--- src/rtl/pirq_pkg.sv ---
package pirq_pkg;
  typedef logic [7:0] ofs_t;

  localparam ofs_t OFS_ENABLE = 8'h30;
  localparam ofs_t OFS_MASK   = 8'h34;
  localparam ofs_t OFS_TYPE   = 8'h38;
  localparam ofs_t OFS_POL    = 8'h3C;
  localparam ofs_t OFS_STATUS = 8'h40;
  localparam ofs_t OFS_ACK    = 8'h4C;

  // edge qualifier: pol=1 rising, pol=0 falling
  function automatic logic edge_match(input logic cur, input logic prv, input logic pol);
    return pol ? (cur & ~prv) : (~cur & prv);
  endfunction

  // level qualifier: pin equals polarity
  function automatic logic level_match(input logic cur, input logic pol);
    return ~(cur ^ pol);
  endfunction
endpackage

--- src/rtl/pirq_sync.sv ---
module pirq_sync #(
  parameter int W = 8
) (
  input  logic         clk,
  input  logic         rst_n,
  input  logic [W-1:0] d,
  output logic [W-1:0] q
);
  logic [W-1:0] meta_q;
  logic [W-1:0] sync_q;

  always_ff @(posedge clk or negedge rst_n) begin
    if (!rst_n) begin
      meta_q <= '0;
      sync_q <= '0;
    end else begin
      meta_q <= d;
      sync_q <= meta_q;
    end
  end

  assign q = sync_q;
endmodule

--- src/rtl/pirq_regs.sv ---
module pirq_regs
  import pirq_pkg::*;
#(
  parameter int NPINS = 8,
  parameter int DW    = 32
) (
  input  logic             clk,
  input  logic             rst_n,
  input  logic             wr_en,
  input  logic             rd_en,
  input  ofs_t             addr,
  input  logic [DW-1:0]    wdata,
  input  logic [NPINS-1:0] status_i,
  output logic [DW-1:0]    rdata,
  output logic [NPINS-1:0] en_o,
  output logic [NPINS-1:0] mask_o,
  output logic [NPINS-1:0] type_o,
  output logic [NPINS-1:0] pol_o,
  output logic [NPINS-1:0] ack_o
);
  localparam int PADW = DW - NPINS;

  logic [NPINS-1:0] en_q, mask_q, type_q, pol_q;
  logic [NPINS-1:0] sel;

  always_ff @(posedge clk or negedge rst_n) begin
    if (!rst_n) begin
      en_q   <= '0;
      mask_q <= '0;
      type_q <= '0;
      pol_q  <= '0;
    end else if (wr_en) begin
      case (addr)
        OFS_ENABLE: en_q   <= wdata[NPINS-1:0];
        OFS_MASK:   mask_q <= wdata[NPINS-1:0];
        OFS_TYPE:   type_q <= wdata[NPINS-1:0];
        OFS_POL:    pol_q  <= wdata[NPINS-1:0];
        default: ;
      endcase
    end
  end

  always_comb begin
    case (addr)
      OFS_ENABLE: sel = en_q;
      OFS_MASK:   sel = mask_q;
      OFS_TYPE:   sel = type_q;
      OFS_POL:    sel = pol_q;
      OFS_STATUS: sel = status_i;
      default:    sel = '0;
    endcase
  end

  assign rdata  = rd_en ? {{PADW{1'b0}}, sel} : '0;
  assign ack_o  = (wr_en && addr == OFS_ACK) ? wdata[NPINS-1:0] : '0;
  assign en_o   = en_q;
  assign mask_o = mask_q;
  assign type_o = type_q;
  assign pol_o  = pol_q;
endmodule

--- src/rtl/pirq_detect.sv ---
module pirq_detect
  import pirq_pkg::*;
#(
  parameter int NPINS = 8
) (
  input  logic             clk,
  input  logic             rst_n,
  input  logic [NPINS-1:0] pin_s,
  input  logic [NPINS-1:0] en,
  input  logic [NPINS-1:0] typ,
  input  logic [NPINS-1:0] pol,
  input  logic [NPINS-1:0] ack,
  output logic [NPINS-1:0] pend_o,
  output logic [NPINS-1:0] edge_hit_o,
  output logic [NPINS-1:0] lvl_hit_o
);
  logic [NPINS-1:0] prev_q;
  logic [NPINS-1:0] pend_q;

  always_ff @(posedge clk or negedge rst_n) begin
    if (!rst_n) prev_q <= '0;
    else        prev_q <= pin_s;
  end

  for (genvar i = 0; i < NPINS; i++) begin : g_pin
    assign edge_hit_o[i] = edge_match(pin_s[i], prev_q[i], pol[i]);
    assign lvl_hit_o[i]  = level_match(pin_s[i], pol[i]);

    always_ff @(posedge clk or negedge rst_n) begin
      if (!rst_n)        pend_q[i] <= 1'b0;
      else if (!en[i])   pend_q[i] <= 1'b0;
      else if (!typ[i])  pend_q[i] <= lvl_hit_o[i];
      else               pend_q[i] <= edge_hit_o[i] | (pend_q[i] & ~ack[i]);
    end

    a_r10_disabled_drops: assert property (@(posedge clk) disable iff (!rst_n)
      !en[i] |=> !pend_q[i]);
    a_r7_ack_clears: assert property (@(posedge clk) disable iff (!rst_n)
      en[i] && typ[i] && ack[i] && !edge_hit_o[i] |=> !pend_q[i]);
    a_r8_edge_wins: assert property (@(posedge clk) disable iff (!rst_n)
      en[i] && typ[i] && edge_hit_o[i] |=> pend_q[i]);
    a_r5_edge_holds: assert property (@(posedge clk) disable iff (!rst_n)
      en[i] && typ[i] && pend_q[i] && !ack[i] |=> pend_q[i]);
  end

  assign pend_o = pend_q;
endmodule

--- src/rtl/pirq_port_ctrl.sv ---
module pirq_port_ctrl
  import pirq_pkg::*;
#(
  parameter int NPINS = 8,
  parameter int DW    = 32
) (
  input  logic             clk,
  input  logic             rst_n,
  input  logic [NPINS-1:0] pin_in,
  input  logic             bus_wr,
  input  logic             bus_rd,
  input  logic [7:0]       bus_addr,
  input  logic [DW-1:0]    bus_wdata,
  output logic [DW-1:0]    bus_rdata,
  output logic             irq_out
);
  logic [NPINS-1:0] pin_s;
  logic [NPINS-1:0] en_w, mask_w, type_w, pol_w, ack_w;
  logic [NPINS-1:0] pend_w, edge_hit_w, lvl_hit_w;
  logic [NPINS-1:0] status_w;

  pirq_sync #(.W(NPINS)) u_sync (
    .clk (clk), .rst_n (rst_n), .d (pin_in), .q (pin_s)
  );

  pirq_regs #(.NPINS(NPINS), .DW(DW)) u_regs (
    .clk (clk), .rst_n (rst_n), .wr_en (bus_wr), .rd_en (bus_rd),
    .addr (bus_addr), .wdata (bus_wdata), .status_i (status_w),
    .rdata (bus_rdata), .en_o (en_w), .mask_o (mask_w),
    .type_o (type_w), .pol_o (pol_w), .ack_o (ack_w)
  );

  pirq_detect #(.NPINS(NPINS)) u_detect (
    .clk (clk), .rst_n (rst_n), .pin_s (pin_s), .en (en_w),
    .typ (type_w), .pol (pol_w), .ack (ack_w), .pend_o (pend_w),
    .edge_hit_o (edge_hit_w), .lvl_hit_o (lvl_hit_w)
  );

  assign status_w = pend_w & ~mask_w;
  assign irq_out  = |status_w;
endmodule

--- config.mk ---
export PLATFORM = sky130hd
export DESIGN_NAME = pirq_port_ctrl
export DESIGN_NICKNAME = d
export VERILOG_FILES = /design/src/rtl/pirq_pkg.sv /design/src/rtl/pirq_sync.sv /design/src/rtl/pirq_regs.sv /design/src/rtl/pirq_detect.sv /design/src/rtl/pirq_port_ctrl.sv
export SDC_FILE = /design/constraint.sdc
export NUM_CORES = 1
export LEC_CHECK = 0
export ABC_AREA = 1
export BUFFER_PORTS_ARGS = -buffer_cell sky130_fd_sc_hd__buf_2
export CAP_MARGIN = 20
export CELL_PAD_IN_SITES_DETAIL_PLACEMENT = 1
export CELL_PAD_IN_SITES_GLOBAL_PLACEMENT = 1
export CORE_UTILIZATION = 44
export CTS_BUF_LIST = sky130_fd_sc_hd__clkbuf_2 sky130_fd_sc_hd__clkbuf_4 sky130_fd_sc_hd__clkbuf_8
export DETAILED_ROUTE_END_ITERATION = 16
export PLACE_DENSITY_LB_ADDON = 0.2
export SLEW_MARGIN = 10
export SYNTH_ARGS = -nofsm -noshare
export SYNTH_HDL_FRONTEND = slang
export SYNTH_SLANG_ARGS = --single-unit
--- constraint.sdc ---
create_clock -name clk -period 2.7 [get_ports clk]
set_clock_uncertainty 0.2 [all_clocks]
set_input_delay 0.54 -clock clk [delete_from_list [all_inputs] [get_ports clk]]
set_output_delay 0.54 -clock clk [all_outputs]
set_load 0.02 [all_outputs]
# Yosys cells after proc, flatten, opt, wreduce, memory -nomap -nowiden
# Cells that the tools add are included.
dict set report totals {
  regBits 64
  input_bits 52
}
dict set report classes {
  n_eq_ne 6
  n_mux 27
  n_bitwise 74
  reduce_logical 6
}
# op n
set op_table {}
lappend op_table {{$pmux W8 S5} 1}
lappend op_table {{$eq A8 B6 Y1 const B} 4}
lappend op_table {{$not A1 Y1} 32}
lappend op_table {{$and A1 B1 Y1} 24}
lappend op_table {{$mux W1} 24}
lappend op_table {{$eq A8 B7 Y1 const B} 2}
lappend op_table {{$mux W8} 2}
lappend op_table {{$and A8 B8 Y8} 1}
lappend op_table {{$not A8 Y8} 1}
lappend op_table {{$or A1 B1 Y1} 8}
lappend op_table {{$reduce_and A2 Y1} 4}
lappend op_table {{$reduce_or A8 Y1} 1}
lappend op_table {{$xor A1 B1 Y1} 8}
lappend op_table {{$logic_and A1 B1 Y1} 1}

# Logic depth before layout (Yosys ltp)
dict set report logic_depth {
  ltp_word 8
  depth_mapped 8
}

# Cells and area by module
# A second synthesis with hierarchy kept.
dict set report unflattened {
  hier_cells 451
  hier_area_um2 3542.1
}
# module instances cells_per_inst area_each_um2
set by_module_without_submodules {}
lappend by_module_without_submodules {pirq_regs 1 252 2016.9}
lappend by_module_without_submodules {pirq_detect 1 152 1001.0}
lappend by_module_without_submodules {pirq_sync 1 16 400.4}
lappend by_module_without_submodules {pirq_port_ctrl 1 31 123.9}

# Worst setup path after synthesis
# Ideal clock, no wire load.
dict set report synth_path {
  path_kind {input to output}
  from {in bus_addr[0]}
  to {out bus_rdata[0]}
  arrival_time_ns 1.542
  required_time_ns 1.960
  slack_ns 0.418
  stages 8
  cell_sequence {inv_2 nand2_4 nor2_4 buf_2 nand3_1 nand3_1 nor2_1 nor2_1}
}
dict set report synth_via {
  elab_chain_len 3
}
# element line
set synth_lines {}
lappend synth_lines {{start, declared} pirq_port_ctrl.sv:12} ;# input logic [7:0] bus_addr,
lappend synth_lines {{$eq A8 B7 Y1 / $eq A8 B6 Y1 (equally long branches)} pirq_regs.sv:44} ;# case (addr)
lappend synth_lines {{$pmux W8 S5 *} pirq_regs.sv:44}
lappend synth_lines {{$mux W8 *} pirq_regs.sv:54} ;# assign rdata = rd_en ? {{PADW{1'b0}}, sel} : '0;
lappend synth_lines {{end, declared} pirq_port_ctrl.sv:14} ;# output logic [DW-1:0] bus_rdata,
# Every way passes the cells marked *; elsewhere a longest branch is shown, timed or not.

# Worst setup path after layout
dict set report layout_path {
  from {in bus_addr[2]}
  to {out bus_rdata[3]}
}
# Same word-level chain as after synthesis.

==> flow_metrics.py <==
metrics = {
    "routing": {
        "drtAntennaViolNets": 0,
        "drc": 0,
        "vias_per_cell": 5.10,
        "drt_first_pass_iters": 4,
        "dr.first_iter.drc_count": 76,
        "vias": 2630,
        "wl_mm": 7.77,
        "wire_per_inst_um": 15.1,
    },
    "timing": {
        "setup_viol": 0,
        "slew_violations": 0,
        "final_hold_viol_count": 0,
        "slew_headroom": 0.643,
        "fin_setup_tns_ns": 0,
        "rsz0062_at_grt": "false",
        "fin_crit_ns": 2.48,
        "fmax_ghz": 0.404,
        "worst_slew_pin_slew_ns": 0.535,
        "hold_ws_ns": 0.0833,
        "min_period_over_period": 0.917,
    },
    "clocking": {
        "cts_made_buffers": 9,
        "clock_path_buffers": 2,
        "clock_sinks": 64,
        "cts_tree": "yes",
        "path_clk_slew_ns": 0.07,
        "cts-root-buf": "clkbuf_8",
        "htreeDepth": 3,
        "clk-insertion-delay-late_ns": 0.36,
    },
    "global_routing": {
        "grt_pass1_wl_mm": 13.5,
        "antenna_found_initial": 0,
        "track_usage": 0.238,
        "grtUsageMet1": 0.286,
        "grt_max_degree": 24,
        "grt-ovfl-total": 0,
        "grt_busiest_layer": "met2",
        "grt_pass1_vias": 2800,
        "use_met3": 0.0424,
        "grtUsageMet2": 0.407,
    },
    "logic_synthesis": {
        "synth_edf_count": 0,
        "yosysSeqAreaShare": 0.494,
        "ys_types": 25,
        "avgSynthCellArea_sq_um": 8.83,
        "ys.flop_type": "dfrtp_1",
        "synth_cells": 367,
        "synth_seq_cells": 64,
        "netlist_area_sq_mm": 0.00324,
        "yosys_warnings": 0,
        "synthArstFlopShare": 1.00,
    },
    "power_and_ir_drop": {
        "p_comb_frac": 0.094,
        "clkPwrFrac": 0.400,
        "netSwitchingPower_mw": 0.561,
        "p_per_area_mw_per_mm2": 563,
        "power.share.switching": 0.274,
        "p_leak_nw": 1.82,
        "seq_power_share": 0.506,
        "power_mw": 2.05,
        "peakVddDrop_uv": 311,
        "internal_power_mw": 1.49,
    },
    "critical_path": {
        "crit_path_start_kind": "input port",
        "worstSetupStartpoint": "bus_addr[2]",
        "worstSetupPathType": "in2out",
        "reg2reg_slack_ns": 1.51,
        "crit_fanout": 9,
        "arrival_ns": 1.74,
        "crit_path_end_kind": "output port",
        "r2r-start": "u_regs.pol_o[0]",
        "required_ns": 1.96,
    },
    "min_path": {
        "min_from": "pin_in[6]",
        "hp-class": "in2reg",
    },
    "finish": {
        "areaGrowthSynthToFinish_pct": 12.3,
        "post-route-util": 0.524,
        "fill_cells": 859,
        "seq_area_sq_mm": 0.00160,
        "multi_input_area_sq_mm": 0.00133,
        "drive_above_1_share": 0.226,
        "diodes": 0,
        "nets": 467,
    },
    "floorplanning": {
        "start_util": 0.467,
        "ios": 85,
        "die-area_sq_mm": 0.00771,
        "dieHeight_um": 87.8,
        "core_sq_mm": 0.00694,
        "row_count": 30,
        "fp.dieW_um": 87.8,
    },
    "place": {
        "gp_congestion": 0.780,
        "io_buffers": 36,
        "detailed_place_hpwl_mm": 5.49,
    },
    "run_status": {
        "status": "complete, no violations",
    },
    "job": {
        "drv_cap": 0,
    },
}
-- layout make-up --
| class | instances | share of cell area |
|---|---|---|
| Multi-Input combinational cell | 259 | 0.364 |
| Timing Repair Buffer | 46 | 0.0742 |
| Tap cell | 96 | 0.0330 |
| Clock buffer | 10 | 0.0361 |
| Sequential cell | 64 | 0.440 |
| Inverter | 35 | 0.0361 |
| Clock inverter | 6 | 0.0165 |
-- placed cells by master (no fill, tap or decap), types with 2 or more instances in the layout --
cell / netlist / routed
nand3_1: 45 / 45
nor2_1: 34 / 33
nand2_1: 72 / 72
o21ai_1: 19 / 19
nand2_4: 2 / 2
inv_2: 5 / 5
clkinv_2: 0 / 3
dfrtp_1: 64 / 64
o21ai_0: 10 / 10
clkinvlp_4: 0 / 2
clkbuf_8: 0 / 9
o21ai_2: 14 / 14
a21oi_1: 16 / 16
buf_2: 1 / 36
conb_1: 1 / 24
nor2_4: 5 / 5
o31ai_1: 8 / 8
inv_1: 30 / 30
buf_4: 24 / 8
nand3_4: 4 / 4
-- synth_stat cells (all sizes together) (8+ instances only) --
| master | instances | share of area |
|---|---|---|
| buf | 32 | 0.084 |
| nand3 | 50 | 0.094 |
| inv | 35 | 0.041 |
| a21oi | 16 | 0.025 |
| nor2 | 40 | 0.063 |
| dfrtp | 64 | 0.49 |
| o21ai | 43 | 0.083 |
| nand2 | 75 | 0.092 |
| o31ai | 8 | 0.019 |
-- path summary, 6_finish.rpt --
| kind | end | depth (start not counted) |
|---|---|---|
| max reg2reg | u_detect.pend_o[0] | 4 |
| min | u_sync.meta_q[6] | 1 |
| max | bus_rdata[3] | 9 |
| min in group asynchronous | u_sync.meta_q[2] | 2 |
| max in group asynchronous | u_sync.q[2] | 3 |
| min reg2reg | u_sync.q[4] | 0 |
-- power groups by stage --
stage                     clock, mW  sequential, mW  combinational, mW
after floorplan                   0            1.04              0.146
after CTS                     0.848            1.04              0.195
after global placement            0            1.05              0.185
after global routing          0.879            1.04              0.219
after detailed placement          0            1.05              0.192
final                         0.821            1.04              0.193
-- what timing repair did --
item                                    CTS  global route
buffers inserted                          0             0
endpoints found under the setup margin    0             1
hold buffers                              1             0
gates resized for setup                   0             1
endpoints found under the hold margin    20             0
-- worst max-delay path, stage by stage --
cell	delay (ns)
buf_2	0.12
inv_1	0.07
nand2_1	0.08
nor2_4	0.31
nand3_1	0.11
nand3_1	0.11
nor2_1	0.04
nor2_1	0.15
buf_2	0.19
-- logic make-up after synthesis --
group | Yosys count | synth area share
DFF | 64 | 0.494
AOI/OAI and AO/OA | 67 | 0.126
and+or+nand+nor | 168 | 0.255
other | 1 | 0.00116
buffers and inverters | 67 | 0.124
-- registers in the layout, indices dropped and copies added, names as in the netlist --
name             count
u_sync.meta_q        8
u_regs.en_o          8
u_detect.prev_q      8
u_regs.mask_o        8
u_regs.pol_o         8
u_sync.q             8
u_detect.pend_o      8
u_regs.type_o        8
-- layer usage --
layer	wire length, um	share of wire
met1	3330	0.43
met4	187	0.024
met2	3970	0.51
met3	285	0.037
met5	0	0
-- metrics by stage --
stage                     area [sq um]  worst slack, ns  instances
final                             3640            0.224        516
after global routing              3640            0.105        516
after CTS                         3640            0.136        516
after detailed placement          3440            0.140        499
after global placement            3440            0.218        499
after floorplan                   3330            0.418        390
Power figures use the tool's default switching activity.
